`src/rtl/bwt_pkg.sv`:
```
package bwt_pkg;

   typedef enum logic [0:0] {
      ST_IDLE   = 1'b0,
      ST_ACTIVE = 1'b1
   } bwt_state_e;

   typedef struct packed {
      logic auto_ack;
      logic ext_en;
      logic burst;
   } bwt_opts_t;

endpackage

```
`src/rtl/bwt_wait_ctr.sv`:
```
module bwt_wait_ctr #(
   parameter int WS_W     = 6,
   parameter bit COUNT_UP = 1'b0
) (
   input  logic            clk,
   input  logic            rst_n,
   input  logic            start,
   input  logic [WS_W-1:0] ws_in,
   input  logic            reload,
   input  logic            run,
   output logic            expired
);

   localparam logic [WS_W-1:0] ZERO = '0;
   localparam logic [WS_W-1:0] ONE  = {{(WS_W-1){1'b0}}, 1'b1};

   if (WS_W < 1 || WS_W > 16) begin : g_bad_ws_w
      $error("bwt_wait_ctr: WS_W must lie in 1..16");
   end

   logic [WS_W-1:0] ws_q;
   logic [WS_W-1:0] cnt_q;

   always_ff @(posedge clk or negedge rst_n) begin
      if (!rst_n)     ws_q <= ZERO;
      else if (start) ws_q <= ws_in;
   end

   if (COUNT_UP) begin : g_up
      always_ff @(posedge clk or negedge rst_n) begin
         if (!rst_n)                     cnt_q <= ZERO;
         else if (start || reload)       cnt_q <= ZERO;
         else if (run && cnt_q != ws_q)  cnt_q <= cnt_q + ONE;
      end
      assign expired = (cnt_q == ws_q);
   end else begin : g_down
      always_ff @(posedge clk or negedge rst_n) begin
         if (!rst_n)                     cnt_q <= ZERO;
         else if (start)                 cnt_q <= ws_in;
         else if (reload)                cnt_q <= ws_q;
         else if (run && cnt_q != ZERO)  cnt_q <= cnt_q - ONE;
      end
      assign expired = (cnt_q == ZERO);
   end

   // once expired, the count stays expired until a new load
   assert_ctr_hold_R2: assert property (@(posedge clk) disable iff (!rst_n)
      (run && expired && !start && !reload) |=> expired);

endmodule

```
`src/rtl/bwt_beat_ctr.sv`:
```
module bwt_beat_ctr #(
   parameter int BEAT_W = 3
) (
   input  logic              clk,
   input  logic              rst_n,
   input  logic              start,
   input  logic              burst,
   input  logic [BEAT_W-1:0] beats,
   input  logic              beat_done,
   output logic              last
);

   localparam logic [BEAT_W-1:0] ZERO = '0;
   localparam logic [BEAT_W-1:0] ONE  = {{(BEAT_W-1){1'b0}}, 1'b1};

   if (BEAT_W < 1 || BEAT_W > 8) begin : g_bad_beat_w
      $error("bwt_beat_ctr: BEAT_W must lie in 1..8");
   end

   logic [BEAT_W-1:0] rem_q;

   always_ff @(posedge clk or negedge rst_n) begin
      if (!rst_n)                         rem_q <= ZERO;
      else if (start)                     rem_q <= burst ? beats : ZERO;
      else if (beat_done && rem_q != ZERO) rem_q <= rem_q - ONE;
   end

   assign last = (rem_q == ZERO);

   // a beat ending with beats remaining lowers the remainder by one
   assert_beat_step_R6: assert property (@(posedge clk) disable iff (!rst_n)
      (beat_done && !start && !last) |=> (rem_q == $past(rem_q) - ONE));

endmodule

```
`src/rtl/bus_wait_term.sv`:
```
module bus_wait_term
   import bwt_pkg::*;
#(
   parameter int WS_W     = 6,
   parameter int BEAT_W   = 3,
   parameter bit COUNT_UP = 1'b0
) (
   input  logic              clk,
   input  logic              rst_n,
   input  logic              start_i,
   input  logic [WS_W-1:0]   ws_i,
   input  logic              auto_ack_en_i,
   input  logic              ext_ack_en_i,
   input  logic              burst_i,
   input  logic [BEAT_W-1:0] beats_i,
   input  logic              ext_ack_i,
   output logic              busy_o,
   output logic              int_ack_o,
   output logic              beat_done_o,
   output logic              addr_inc_o,
   output logic              cycle_end_o,
   output logic              cfg_err_o
);

   bwt_state_e state_q;
   bwt_opts_t  opts_q;
   logic       end_q;
   logic       err_q;
   logic       idle;
   logic       cfg_bad;
   logic       accept;
   logic       expired;
   logic       last_beat;
   logic       ext_hit;
   logic       int_hit;
   logic       done;

   assign idle    = (state_q == ST_IDLE);
   assign cfg_bad = !auto_ack_en_i && !ext_ack_en_i;
   assign accept  = start_i && idle && !cfg_bad;

   assign ext_hit = !idle && opts_q.ext_en && ext_ack_i;
   assign int_hit = !idle && opts_q.auto_ack && expired && !ext_hit;
   assign done    = ext_hit || int_hit;

   always_ff @(posedge clk or negedge rst_n) begin
      if (!rst_n) begin
         state_q <= ST_IDLE;
         opts_q  <= '0;
         end_q   <= 1'b0;
         err_q   <= 1'b0;
      end else begin
         end_q <= done && last_beat;
         err_q <= start_i && idle && cfg_bad;
         if (accept) begin
            state_q        <= ST_ACTIVE;
            opts_q.auto_ack <= auto_ack_en_i;
            opts_q.ext_en   <= ext_ack_en_i;
            opts_q.burst    <= burst_i;
         end else if (done && last_beat) begin
            state_q <= ST_IDLE;
         end
      end
   end

   bwt_wait_ctr #(
      .WS_W     (WS_W),
      .COUNT_UP (COUNT_UP)
   ) u_wait (
      .clk     (clk),
      .rst_n   (rst_n),
      .start   (accept),
      .ws_in   (ws_i),
      .reload  (done && !last_beat),
      .run     (!idle),
      .expired (expired)
   );

   bwt_beat_ctr #(
      .BEAT_W (BEAT_W)
   ) u_beats (
      .clk       (clk),
      .rst_n     (rst_n),
      .start     (accept),
      .burst     (burst_i),
      .beats     (beats_i),
      .beat_done (done),
      .last      (last_beat)
   );

   assign busy_o      = !idle;
   assign int_ack_o   = int_hit;
   assign beat_done_o = done;
   assign addr_inc_o  = int_hit && opts_q.burst && !last_beat;
   assign cycle_end_o = end_q;
   assign cfg_err_o   = err_q;

   // nothing is acknowledged while idle
   assert_idle_quiet_R5: assert property (@(posedge clk) disable iff (!rst_n)
      !busy_o |-> (!beat_done_o && !int_ack_o && !addr_inc_o));

   // an external acknowledge during a beat wins over the internal one
   assert_ext_wins_R4: assert property (@(posedge clk) disable iff (!rst_n)
      (busy_o && opts_q.ext_en && ext_ack_i) |-> (beat_done_o && !int_ack_o));

   // auto-acknowledge off never yields an internal acknowledge
   assert_no_auto_R3: assert property (@(posedge clk) disable iff (!rst_n)
      (busy_o && !opts_q.auto_ack) |-> !int_ack_o);

   // address advance only accompanies an internal acknowledge
   assert_inc_with_ack_R7: assert property (@(posedge clk) disable iff (!rst_n)
      addr_inc_o |-> (int_ack_o && beat_done_o));

   // cycle end follows a beat termination and lasts one clock
   assert_end_after_beat_R8: assert property (@(posedge clk) disable iff (!rst_n)
      cycle_end_o |-> ($past(beat_done_o) && !busy_o));
   assert_end_single_R8: assert property (@(posedge clk) disable iff (!rst_n)
      cycle_end_o |=> !cycle_end_o);

   // a rejected start never brings the block out of idle
   assert_err_idle_R9: assert property (@(posedge clk) disable iff (!rst_n)
      cfg_err_o |-> !$past(accept));

endmodule

```
`config.mk`:
```
export PLATFORM = sky130hd
export DESIGN_NAME = bus_wait_term
export DESIGN_NICKNAME = d
export VERILOG_FILES = /design/src/rtl/bwt_pkg.sv /design/src/rtl/bwt_wait_ctr.sv /design/src/rtl/bwt_beat_ctr.sv /design/src/rtl/bus_wait_term.sv
export SDC_FILE = /design/constraint.sdc
export NUM_CORES = 1
export LEC_CHECK = 0
export ABC_CLOCK_PERIOD_IN_PS = 4430
export CORE_UTILIZATION = 45
export DETAILED_ROUTE_END_ITERATION = 7
export PLACE_DENSITY = 0.71
export SETUP_SLACK_MARGIN = 0.5
export SLEW_MARGIN = 40
export SYNTH_ARGS = -nofsm -noshare
export SYNTH_HDL_FRONTEND = slang
export SYNTH_SLANG_ARGS = --single-unit
```
`constraint.sdc`:
```
create_clock -name clk -period 4.43 [get_ports clk]
set_input_delay 0.6645 -clock clk [delete_from_list [all_inputs] [get_ports clk]]
set_output_delay 0.6645 -clock clk [all_outputs]
set_load 0.01 [all_outputs]
```
Yosys cells after proc, flatten, opt, wreduce, memory -nomap -nowiden
Index checks and enable logic that the tools add are counted.
- mux-type cells: 8
- reduce and logical (&&, ||, !) cells: 28
- add/sub/neg operators: 2
- bitwise logic cells: 1
- operator list (operator ; count):
    2-to-1 mux 6 bit ; 3
    logical AND 1 bit ; 15
    2-to-1 mux 3 bit ; 3
    zero test 6 bit ; 1
    nonzero test 3 bit ; 2
    nonzero test 6 bit ; 1
    subtractor 6 x 1 -> 6 bit, second input constant ; 1
    zero test 1 bit ; 5
    nonzero test 2 bit ; 2
    zero test 3 bit ; 1
    subtractor 3 x 1 -> 3 bit, second input constant ; 1
    2-to-1 mux 1 bit ; 2
    logical OR 1 bit ; 1
    inverter 1 bit ; 1
- logic and storage cells: 48
- bits of input ports: 16
- output and inout port bits: 6
- register bits after elaboration: 21

Longest topological paths before layout
- word-level depth: 8
- depth in mapped cells: 8
- depth with buffers taken out: 7

By module
Synthesis repeated with hierarchy kept, for this count alone.
- cells, all modules: 119
- area total of the unflattened synthesis: 1179.9 um2
- by module, submodules not included (module ; cells each ; sequential area each (um2) ; times used ; area each (um2)):
    bwt_wait_ctr ; 76 ; 300.3 ; 1 ; 690.7
    bus_wait_term ; 23 ; 150.1 ; 1 ; 290.3
    bwt_beat_ctr ; 20 ; 75.1 ; 1 ; 198.9

Worst setup path before layout
OpenSTA, ideal clock, no wires.
- kind: register to output
- start: register u_wait.cnt_q[0]
- end: output port addr_inc_o
- stages on the path, launching flop included: 6
- data required time: 3766 ps
- path buffers: 0
- path slack: 1909 ps
- data arrival time: 1857 ps
- path through: dfrtp_1 -> inv_1 -> ha_1 -> or4b_4 -> nor4_1 -> and3_1
- cells in the longest elaborated chain, start to end: 5
- RTL lines (element ; RTL line ; text):
    from (decl) ; bwt_wait_ctr.sv:22 ; logic [WS_W-1:0] cnt_q;
    from (signal assigned) ; bwt_wait_ctr.sv:39 ; else if (start) cnt_q <= ws_in;
    from (signal assigned) ; bwt_wait_ctr.sv:40 ; else if (reload) cnt_q <= ws_q;
    from (signal assigned) ; bwt_wait_ctr.sv:41 ; else if (run && cnt_q != ZERO) cnt_q <= cnt_q - ONE;
    zero test 6 bit ; bwt_wait_ctr.sv:43 ; assign expired = (cnt_q == ZERO);
    logical AND 1 bit (2 in series) ; bus_wait_term.sv:43 ; assign int_hit = !idle && opts_q.auto_ack && expired && !ext_hit;
    named net int_ack_o ; bus_wait_term.sv:18 ; output logic int_ack_o,
    logical AND 1 bit (2 in series) ; bus_wait_term.sv:94 ; assign addr_inc_o = int_hit && opts_q.burst && !last_beat;
    to (decl) ; bus_wait_term.sv:20 ; output logic addr_inc_o,
The timed path passes the listed nets, and every way through them passes these cells.

Worst setup path after layout
- start: register u_wait.cnt_q[0]
- end: output port addr_inc_o
- cells in the longest elaborated chain, start to end: 5
- RTL lines (element ; RTL line):
    zero test 6 bit ; bwt_wait_ctr.sv:43
    logical AND 1 bit (2 in series) ; bus_wait_term.sv:43
    logical AND 1 bit (2 in series) ; bus_wait_term.sv:94
No other way between the ends.

==> results.tsv <==
metric	value	unit
Synth Register Bits	21	
Setup WS pre-CTS	1.37	ns
VDD IR-drop max	0.000329	V
Syn Inst Count	131	
final wirelength	2370	µm
post-synthesis sequential area ratio	45.4	%
RePlAce Congestion	0.840	
CP Class	reg2out	
DP Wirelength	1780	µm
Post-CTS Setup Bufs	0	
non-filler cells, final	182	
period utilization	73.4	%
Multi-input gate area	587	µm²
crit end category	output port	
Worst Max-Slew Pin Slew	0.485	ns
hold slack	0.304	ns
top cell type's share of synthesized area	45.4	%
max_cap viols	0	
Setup-failing EPs final	0	
CTS H-Tree Depth	1	
Final Slew Violations	0	
DRT iter0 DRCs	15	
worst setup margin	1.18	ns
Net count, final	173	
clock buffer depth	2	
Filler Cell Count	237	
top-count cell post-synth	nand2_1	
synth top area cells	dfrtp_1 (45%), nand2_1 (11%), ha_1 (4.3%), xnor2_1 (3.0%), nor3_1 (2.2%)	
initial antenna violation count	0	
GRT overflow	0	
number of gates resized after cts	0	
WP data arrival	2.59	ns
CTS tree	built	
YS warnings	0	
worst r2r src	u_wait.cnt_q[0]	
Tmin final	3.25	ns
chip width	52.7	µm
FP Rows	18	
CTS root buffer	clkbuf_4	
TritonRoute pass-1 iters	4	
syn nets	151	
Fin Clk Skew	0.00275	ns
Placed Cells	178	
Routed Antenna Nets	0	
clock latency on the worst-skew pair	0.30	ns
first-pass GRT wire length	4150	µm
crit path launch type	flip-flop	
Primary FF master, synth	dfrtp_1	
total power	875	µW
via count	989	
vias in the first global route	996	
pwr dens	621	mW/mm²
area leader, netlist	dfrtp_1	
synth cell count leaders	nand2_1 (35), dfrtp_1 (21), nor2_1 (6)	
area delta synth->final	21.6	%
Final Hold Viols	0	
Worst EP required	3.77	ns
post-synthesis cell type count	37	
clk slew on worst S/H paths	0.11	ns
clk sinks	21	
fmax	0.307	GHz
CP max FO	4	
Slew HR	67.7	%
cell area after synthesis	0.00116	mm²
Sum Neg Setup Slack	0	ns
outcome	complete, no violations	
DRC	0	
Core ar.	0.00245	mm²
FF-to-FF path depth	7	
Async S/R FF share, synth	100	%
height of the die	52.7	µm
I/O pin cnt	22	
Post-Syn Area per Cell	8.83	µm²
Antenna Cells	0	
Via density	5.43	
cts hold-fix bufs	0	
Pleak	0.623	nW
Finished Core Util	57.3	%
wire length per cell	13.0	µm
Die ar.	0.00278	mm²
CTS Buf Count	3	
Layout Cell Area excl Fill	0.00141	mm²
worst hold path class	in2async	
Register Area	526	µm²
largest net degree at the start of global routing	22	
RSZ-0062 raised after global routing	false	
reg2reg end	u_wait.cnt_q[0]	
GRT Total Usage	20.7	%
number of synthesized flops with an enable pin	0	
Initial Util	47.1	%
internal reg-to-reg setup slack	2.52	ns
Buffers on Ports	21	
Area after DPL	0.00138	mm²
proportion of layout cells with a drive suffix above 1	6.58	%
[registers in the layout, indices dropped and copies added, names as in the netlist]
register	cells
u_wait.cnt_q	6
opts_q	3
u_wait.ws_q	6
busy_o	1
u_beats.rem_q	3
cycle_end_o	1
cfg_err_o	1
[layout by cell type (no fill, tap or decap), drive strengths merged, types with 2 or more instances in the layout]
master	synthesis	final
and2	3	3
a32oi	2	2
a31oi	3	3
inv	5	5
clkdlybuf4s50	0	20
clkbuf	3	4
a21o	2	2
nor4	2	2
nor3b	2	2
dfrtp	21	21
nor2b	2	2
ha	4	4
nor2	7	7
o21ai	10	10
nand2	35	35
nor3	5	5
nand3	4	4
o22ai	3	3
buf	2	2
xnor2	4	4
[cell type report]
class	instances	share of cell area (%)
inverters	5	1.33
flip-flops and latches	21	37.3
repair buffers	22	15.1
clock buffers	4	1.87
well taps	30	2.67
multi-input cells	100	41.7
[report_power, final]
group          leakage, nW  switching [mW]  total (mW)  internal, mW
Combinational        0.353           0.216       0.408         0.192
Sequential           0.255          0.0945       0.376         0.281
Clock               0.0150          0.0558      0.0908        0.0351
[cells by family after synthesis]
group / Yosys count / synth area share (%)
and+or+nand+nor: 65 / 27.6
DFF: 21 / 45.4
buffers and inverters: 10 / 3.89
AOI/OAI and AO/OA: 27 / 15.8
xor gates and xnor gates: 4 / 3.03
adders and majority gates: 4 / 4.32
[critical path: stages (launching register included)]
cell             delay [ns]
dfrtp_1                0.43
inv_1                  0.09
ha_1                   0.17
or4b_4                 0.48
nor4_1                 0.37
and3_1                 0.22
clkdlybuf4s50_1        0.53
[per-layer routing]
metal	part of all wire (%)	track usage (%)	wire, µm
met2	49	33.5	1160
met3	3.3	2.90	78
met5	0	0	0
met4	1.6	11.8	37
met1	46	26.0	1100
[worst max-delay path by stage]
stage / start / cells past startpoint / slack, ns / endpoint
floorplan: u_wait.cnt_q[0] / 5 / 1.91 / addr_inc_o
global placement: ext_ack_i / 5 / 1.39 / addr_inc_o
detailed placement: ext_ack_i / 5 / 1.37 / addr_inc_o
CTS: u_wait.cnt_q[0] / 6 / 1.19 / addr_inc_o
global route: u_wait.cnt_q[0] / 6 / 1.10 / addr_inc_o
finish: u_wait.cnt_q[0] / 6 / 1.18 / addr_inc_o
No activity file was read; power rests on OpenSTA's default activity.
